### src/rtl/fetch_thread_sched.sv
module fetch_thread_sched #(
  parameter int NTHREADS = 4,
  parameter logic [15:0] SEED = 16'hACE1,
  localparam int TID_W = (NTHREADS > 1) ? $clog2(NTHREADS) : 1
) (
  input  logic                clk,
  input  logic                rst,
  input  logic [1:0]          policy,
  input  logic [NTHREADS-1:0] thr_active,
  input  logic [NTHREADS-1:0] line_ready,
  input  logic [NTHREADS-1:0] slot_free,
  output logic                grant_valid,
  output logic [TID_W-1:0]    grant_tid,
  output logic                stage_busy
);
  localparam logic [NTHREADS-1:0] THREAD0 = NTHREADS'(1);

  logic [NTHREADS-1:0] elig, cand;
  logic [TID_W-1:0]    last_q;
  logic [15:0]         lfsr_q;
  logic                fb;
  int                  start_i;

  assign elig       = thr_active & line_ready & slot_free;
  assign stage_busy = |(line_ready & slot_free);
  assign fb         = lfsr_q[15] ^ lfsr_q[13] ^ lfsr_q[12] ^ lfsr_q[10];

  always_comb begin
    cand    = elig;
    start_i = 0;
    case (policy)
      2'b00:   cand = elig & THREAD0;
      2'b01:   start_i = (int'(last_q) + 1) % NTHREADS;
      2'b10:   start_i = int'(lfsr_q % 16'(NTHREADS));
      default: cand = '0;
    endcase
    if (rst) cand = '0;
    grant_valid = 1'b0;
    grant_tid   = '0;
    for (int k = 0; k < NTHREADS; k++) begin
      if (!grant_valid && cand[(start_i + k) % NTHREADS]) begin
        grant_valid = 1'b1;
        grant_tid   = TID_W'((start_i + k) % NTHREADS);
      end
    end
  end

  always_ff @(posedge clk) begin
    if (rst) begin
      last_q <= '0;
      lfsr_q <= SEED;
    end else begin
      lfsr_q <= {lfsr_q[14:0], fb};
      if (grant_valid) last_q <= grant_tid;
    end
  end

  logic [TID_W-1:0] rr_after;
  assign rr_after = TID_W'((int'(last_q) + 1) % NTHREADS);

  p_grant_elig_r1: assert property (@(posedge clk) disable iff (rst)
    grant_valid |-> (thr_active[grant_tid] && line_ready[grant_tid] && slot_free[grant_tid]));
  p_fixed_zero_r2: assert property (@(posedge clk) disable iff (rst)
    (grant_valid && policy == 2'b00) |-> grant_tid == '0);
  p_rr_next_r3: assert property (@(posedge clk) disable iff (rst)
    (policy == 2'b01 && elig[rr_after]) |-> (grant_valid && grant_tid == rr_after));
  p_lfsr_live_r6: assert property (@(posedge clk) disable iff (rst) lfsr_q != 16'h0);
  p_reset_quiet_r7: assert property (@(posedge clk) rst |-> !grant_valid);
  p_grant_busy_r8: assert property (@(posedge clk) disable iff (rst) grant_valid |-> stage_busy);
  p_reserved_r9: assert property (@(posedge clk) disable iff (rst)
    (policy == 2'b11) |-> !grant_valid);
endmodule

### config.mk
export PLATFORM = sky130hd
export DESIGN_NAME = fetch_thread_sched
export DESIGN_NICKNAME = d
export VERILOG_FILES = /design/src/rtl/fetch_thread_sched.sv
export SDC_FILE = /design/constraint.sdc
export NUM_CORES = 1
export LEC_CHECK = 0
export ABC_AREA = 1
export CORE_MARGIN = 10
export CORE_UTILIZATION = 45
export CTS_BUF_LIST = sky130_fd_sc_hd__clkbuf_16
export DETAILED_ROUTE_END_ITERATION = 8
export GPL_TIMING_DRIVEN = 0
export HOLD_SLACK_MARGIN = 0.08
export PLACE_DENSITY = 0.74
export SLEW_MARGIN = 10
export SYNTH_ARGS = -nofsm -noshare
export SYNTH_HDL_FRONTEND = slang
export SYNTH_SLANG_ARGS = --single-unit
### constraint.sdc
create_clock -name clk -period 3.3 [get_ports clk]
set_input_delay 0.99 -clock clk [delete_from_list [all_inputs] [get_ports clk]]
set_output_delay 0.99 -clock clk [all_outputs]
set_load 0.005 [all_outputs]
After elaboration in Yosys (flattened, before gate mapping):

Index checks and enable logic that the tools add are counted.

* bitwise gates (word level): 11
* add/subtract/negate cells: 4
* mux-type cells: 23
* shifts and indexed selects: 0
* div/mod/pow operators: 0
* $lt $le $gt $ge: 4
* reductions and logical operators: 14
* $mul: 0
* eq/ne operators: 2

Operator list (count)
* 32-bit by 3-bit adder with 32-bit output, second input constant: 2
* 32-bit case mux with 2 select lines: 1
* 32-bit by 2-bit adder with 32-bit output, second input constant: 1
* 3-bit by 4-bit less-than comparator with 1-bit output, second input constant: 4
* 4-bit AND: 3
* 1-bit two-way mux: 12
* 2-bit OR reduction: 6
* 1-bit binary-select mux with 2-bit select: 4
* 2-bit two-way mux: 4
* 4-bit case mux with 2 select lines: 1
* 1-bit AND: 4
* 4-bit two-way mux: 1
* 4-bit OR reduction: 1
* 1-bit logical AND: 3
* 1-bit zero test: 3
* 1-bit bitwise XOR: 3
* 2-bit by 1-bit adder with 2-bit output, second input constant: 1
* 2-bit by 1-bit == test with 1-bit output, second input constant: 1
* 2-bit == test, second input constant: 1
* 2-bit zero test: 1
* 1-bit AND, first input constant: 1

* bits in read-only memories: 0
* bits in latches: 0
* register bits: 18
* word-level logic and storage cells: 60
* input bits: 16
* memory bits (writable): 0
* memories: 0
* output and inout port bits: 4

Depth between registers and ports, before layout:

Gate-level depths: netlist of run 1.

* depth after elaboration: 19
* depth in mapped cells: 16
* gate-level depth less buffers: 15

Worst setup path before layout of run 1:

No wires, ideal clock.

* path kind: input -> output
* from: input port policy[0]
* to: output port grant_tid[0]
* path buffers: 1
* arrival time: 2.305 ns
* required time: 2.310 ns
* stages on the path: 16
* slack: 0.005 ns
* cell sequence: inv_1 -> ha_1 -> buf_6 -> nor2_1 -> nor2_1 -> nand2_1 -> nand2_1 -> o21ai_2 -> nand2_1 -> nand2_4 -> inv_1 -> nor2_1 -> nor2_1 -> nand2_1 -> nand2_1 -> inv_1

* word-level cells in the longest chain between the ends: 17
* elaborated cells between the ends (all ways): 35
* classes of those cells: add/sub: 3; eq/ne: 2; mux: 22; reduce/logical: 8

RTL lines
* start: declaration: line 8 `input logic [1:0] policy,`
* branches (longest 16 deep; another with 32-bit by 2-bit adder with 32-bit output)
* 2-bit two-way mux (*): line 41 `if (!grant_valid && cand[(start_i + k) % NTHREADS]) begin`
* end: declaration: line 13 `output logic [TID_W-1:0] grant_tid,`

Every way passes the cells marked *. The select of a mux whose other input is x is not followed.

Worst setup path in the final report of run 1:

* from: input port policy[1]
* to: output port grant_tid[1]

Same word-level chain as after synthesis.

==> results.py, run 1 <==
metrics = {
    "final_layout": {
        "most-common-layout-cells": "18 x dfxtp_1, 17 x nand2_1, 17 x nand2_2, 16 x inv_1, 15 x nor2_1",
        "layout_commonest_cell": "dfxtp_1",
        "design_area_mm2": 0.00156,
        "nNetsFinal": 198,
        "antenna_cells": 0,
        "layout-drive-gt1-share_pct": 43.5,
        "syn2layout_area_growth_pct": 52.3,
        "final_core_util_pct": 71.2,
    },
    "global_routing": {
        "gr-total-overflow": 0,
        "grt_start_max_net_pins": 11,
        "grt_use_total_pct": 11.4,
        "grt_pass1_vias": 1026,
        "antenna_found_initial": 0,
        "grt_pass1_wl_mm": 4.13,
    },
    "floorplanning": {
        "die-area_mm2": 0.00459,
        "fp.dieW_um": 67.7,
        "row_count": 17,
        "core_area_mm2": 0.00219,
        "initial_utilization_pct": 46.8,
        "ioPinCount": 20,
        "fp.dieH_um": 67.7,
    },
    "routing": {
        "dr.pass1.iters": 4,
        "wl_mm": 2.54,
        "antenna_left": 0,
        "wl_per_cell_um": 12.4,
        "route.detailed.drc": 0,
        "via_per_inst": 4.83,
        "via_count": 990,
        "drtIter0Drc": 26,
    },
    "clock_tree": {
        "cts_root_buf": "clkbuf_16",
        "clkSinkCount": 18,
        "htreeDepth": 1,
        "cts_buffers": 3,
        "clkTransAtPathRegs_ps": 50,
        "clock_path_buffers": 2,
        "cts_tree": "yes",
        "clock_latency_ps": 240,
    },
    "yosys": {
        "synth_top_family_by_area": "simple AND/OR/NAND/NOR gates",
        "yosysWarnings": 0,
        "syn_area_mm2": 0.00102,
        "yosys.area.top_type_share_pct": 35.2,
        "synth_ff_type": "dfxtp_1",
        "synth_fa_ha_area_share_pct": 4.88,
        "syn_nets": 164,
        "avgSynthCellArea_um2": 7.12,
        "ys_seq_elements": 18,
        "synth_edf_count": 0,
        "syn_inst": 144,
        "seq_area_frac_synth_pct": 35.2,
        "yosys.area_share.simple_pct": 41.6,
        "synth-compound-area-share_pct": 5.86,
        "synthArstFlopShare_pct": 0,
        "synth_cell_types": 27,
        "synthMuxAreaShare_pct": 0,
        "synth_xor_area_share_pct": 1.71,
        "synth_area_leaders": "dfxtp_1 35%, nand2_1 11%, inv_1 7.7%, nor2_1 7.0%, ha_1 4.9%",
        "yosysTopAreaCell": "dfxtp_1",
    },
    "power_and_ir_drop": {
        "power_density_mw_per_mm2": 459,
        "power.leakage_uw": 0.000753,
        "ir_drop_v": 0.000316,
    },
    "min_path": {
        "hold_depth": 2,
        "hp-start": "lfsr_q[7]",
        "hold_path_class": "reg2reg",
        "hold_end": "lfsr_q[8]",
    },
    "sta": {
        "hold_viol": 0,
        "drv_slew": 0,
        "fin_crit_sh_pct": 106,
        "setup_viol": 3,
        "clock.fmax_mhz": 285,
        "rsz0062_at_grt": "yes",
        "min_period_ps": 3510,
        "timing.slew.headroom_pct": 71.2,
        "worst_pin_slew_ps": 432,
        "fin_skew_ps": 1.49,
        "post-route-worst-setup-slack_ps": -213,
        "tns_ps": -559,
    },
    "worst_setup_path": {
        "regToRegSetupSlack_ps": 1560,
        "worstReg2RegEnd": "last_q[1]",
        "worstPathRequired_ps": 2310,
        "crit_arrival_ps": 2520,
        "critPathLaunchType": "input port",
        "end_kind": "output port",
        "crit_fanout": 7,
        "crit_type": "in2out",
        "r2r_cells": 13,
        "r2r-start": "last_q[0]",
    },
    "run_status": {
        "violations": "setup timing",
        "status": "finished with violations",
    },
    "placed_design": {
        "place_hpwl_mm": 1.65,
        "place.gp.congestion": 0.809,
        "placed_area_mm2": 0.00125,
        "portBuffers": 19,
    },
    "run": {
        "drv_cap": 0,
    },
}
through the flow:
stage | hold WS, ps | setup slack, ps | instances | power, µW
5_1_grt | 426 | -300 | 205 | 750
3_5_place_dp | 397 | -1200 | 191 | 423
6_report | 402 | -213 | 205 | 716
4_1_cts | 404 | -152 | 203 | 690
2_1_floorplan | 388 | 4.94 | 144 | 362
3_3_place_gp | 389 | -1140 | 191 | 418
synth_stat cells, drive strengths merged, types with 2 or more instances:
cell type,count
nand3b,2
a21oi,3
nand2,38
nand4,4
dfxtp,18
inv,24
o21ai,4
buf,2
nand3,13
ha,4
or2,7
nor2,20
cell families after synthesis:
logic type	after synthesis
compound gates	8
xor+xnor	2
simple gates	85
fa+ha+maj	4
flops	18
buf+inv	27
where the power goes:
group | total (µW) | internal [µW] | switching [µW]
clock | 236 | 161 | 75.3
combinational | 237 | 112 | 125
sequential | 243 | 235 | 7.98
critical path, stage by stage:
cell and delay (ps):
buf_8 90, inv_6 40, ha_4 320, inv_4 40, a21oi_4 210, nand3_4 140, nand2_4 100, buf_4 120
nand2_2 40, o22ai_1 130, nand3b_1 160, buf_2 130
how the worst max path moves through the flow:
stage                         start  slack, ps           end
final                     policy[1]       -210  grant_tid[1]
after global routing      policy[1]       -300  grant_tid[0]
after CTS                 policy[0]       -150  grant_tid[0]
after detailed placement  policy[0]      -1200  grant_tid[0]
after global placement    policy[0]      -1140  grant_tid[0]
after floorplan           policy[0]          5  grant_tid[0]
metal layers:
metal  GRT usage [%]  routed length (µm)  part of all wire [%]
met1            11.2                1040                    41
met2            20.2                1310                    52
met3            2.81                 114                   4.5
met4            8.46                  78                   3.1
met5               0                   0                     0
what timing repair did:
action	in CTS	in global routing
hold buffers	0	0
pin swaps	24	19
setup endpoints to repair	3	3
setup buffers	9	2
resized for setup	60	22
flip-flops by register name, indices dropped and copies added (netlist names):
| register | flops |
|---|---|
| lfsr_q | 16 |
| last_q | 2 |
area by class of cell:
class	instances	area (µm²)
Buffer	2	15.0
Clock buffer	3	75.1
Clock inverter	1	3.75
Fill cell	153	631
Inverter	24	103
Multi-Input combinational cell	99	693
Sequential cell	18	360
Tap cell	28	35.0
Timing Repair Buffer	30	275
No activity file was read; power rests on OpenSTA's default activity.
==> run 2: changes to the inputs <==
HOLD_SLACK_MARGIN = not set   (was 0.08)
==> results of run 2 <==
No change in the layout: final DEF, timing and power equal those of run 1.
==> run 3: changes to the inputs <==
SKIP_CTS_REPAIR_TIMING = 1   (was not set)
==> run 3 against run 2 <==
  * The run still ends with setup timing left
  * Routed wire length down 4.6%
  * Sequential power about the same
  * Utilization down 0.51 points
  * Clock skew up 0.64 ps
  * Register-to-register slack about the same
  * First-iteration DRC count down 27%
  * Count of clock-buffer cells in the layout unchanged
  * Worst hold slack better by 1.4 ps
  * Non-clock buffer count down 1
  * Critical path type unchanged
  * Critical endpoint is now grant_valid
  * Largest cell class unchanged
==> results.py, run 3 (same netlist as run 1, synthesis figures left out) <==
metrics = {
    "floorplanning": {
        "die-area_mm2": 0.00459,
        "ioPinCount": 20,
        "row_count": 17,
        "core_area_mm2": 0.00219,
        "initial_utilization_pct": 46.8,
        "fp.dieW_um": 67.7,
        "fp.dieH_um": 67.7,
    },
    "final_layout": {
        "seq_area_um2": 360,
        "most-common-layout-cells": "18 x nand2_1, 18 x dfxtp_1, 17 x nand2_2, 15 x inv_1, 15 x nor2_1",
        "layout-drive-gt1-share_pct": 42.6,
        "fillers": 156,
        "final_core_util_pct": 70.7,
        "nNetsFinal": 197,
        "syn2layout_area_growth_pct": 51.2,
        "antenna_cells": 0,
        "largest_register": "lfsr_q",
        "biggestRegsByFlops": "lfsr_q x16, last_q x2",
        "design_area_mm2": 0.00155,
        "multi_input_area_um2": 676,
        "largest_reg_flops": 16,
    },
    "worst_setup_path": {
        "startpoint": "policy[0]",
        "critPathLaunchType": "input port",
        "end_kind": "output port",
        "r2r-start": "last_q[0]",
        "r2r_cells": 14,
        "crit_type": "in2out",
        "crit_fanout": 8,
        "worstPathRequired_ps": 2310,
        "crit_arrival_ps": 2560,
    },
    "clock_tree": {
        "clkSinkCount": 18,
        "cts_buffers": 3,
        "clock_latency_ps": 240,
        "htreeDepth": 1,
        "clkTransAtPathRegs_ps": 50,
        "cts_tree": "yes",
        "cts_root_buf": "clkbuf_16",
        "clock_path_buffers": 2,
    },
    "power_and_ir_drop": {
        "power.leakage_uw": 0.000771,
        "power_density_mw_per_mm2": 468,
        "ir_drop_v": 0.000323,
    },
    "routing": {
        "dr.pass1.iters": 4,
        "wl_per_cell_um": 11.9,
        "via_count": 979,
        "route.detailed.drc": 0,
        "wl_mm": 2.42,
        "via_per_inst": 4.80,
        "antenna_left": 0,
        "drtIter0Drc": 19,
    },
    "sta": {
        "min_period_ps": 3550,
        "fin_skew_ps": 2.13,
        "post-route-worst-setup-slack_ps": -249,
        "worst_pin_slew_ps": 420,
        "hold_viol": 0,
        "drv_slew": 0,
        "tns_ps": -707,
        "setup_viol": 3,
        "timing.slew.headroom_pct": 72.0,
        "rsz0062_at_grt": "yes",
        "fin_crit_sh_pct": 108,
        "clock.fmax_mhz": 282,
    },
    "run_status": {
        "status": "finished with violations",
        "violations": "setup timing",
    },
    "placed_design": {
        "place_hpwl_mm": 1.65,
        "placed_area_mm2": 0.00125,
        "place.gp.congestion": 0.809,
        "dpl_worst_slack_ps": -1200,
        "portBuffers": 19,
    },
    "global_routing": {
        "grt_use_total_pct": 9.47,
        "antenna_found_initial": 0,
        "grt_pass1_wl_mm": 3.50,
        "gr-total-overflow": 0,
        "grt_start_max_net_pins": 11,
        "grt_pass1_vias": 916,
    },
    "min_path": {
        "hold_path_class": "reg2reg",
        "hp-start": "lfsr_q[7]",
        "hold_depth": 2,
    },
    "run": {
        "drv_cap": 0,
    },
}
run 3: layout make-up:
class	instances	share of cell area [%]
Multi-Input combinational cell	99	43.6
Tap cell	28	2.26
Timing Repair Buffer	29	18.5
Sequential cell	18	23.3
Clock inverter	1	0.242
Inverter	24	6.30
Clock buffer	3	4.85
Buffer	2	0.969
run 3: per-layer routing:
layer  global-route usage [%]  part of all wire [%]
met5                        0                     0
met4                     5.38                   1.7
met3                     2.48                   4.4
met2                     17.1                    51
met1                     9.60                    43
run 3: worst paths after layout:
| kind | to | slack (ps) |
|---|---|---|
| max reg2reg | last_q[1] | 1550 |
| max | grant_valid | -250 |
| min | lfsr_q[8] | 400 |
| min reg2reg | lfsr_q[8] | 400 |
run 3: power by group:
part	total [µW]	switching, µW	internal (µW)	leakage (µW)
registers	243	8.00	235	0.000150
logic	245	126	118	0.000582
clock network	236	75.6	161	0.0000385
run 3: per-stage QoR:
step           cells  hold WS [ps]  power [µW]
4_1_cts          195           404         660
6_report         204           404         724
5_1_grt          204           425         757
3_3_place_gp     191           389         418
2_1_floorplan    144           388         362
3_5_place_dp     191           397         423
run 3: critical path, stage by stage:
cell     delay, ps
buf_8           80
inv_4           40
ha_4           350
inv_4           50
a21oi_4        180
nand3_2        140
nand2_2        100
nand2_2         70
nand2_4        110
buf_6          120
nand3_4         70
nor2_4         110
inv_1           40
buf_2          120
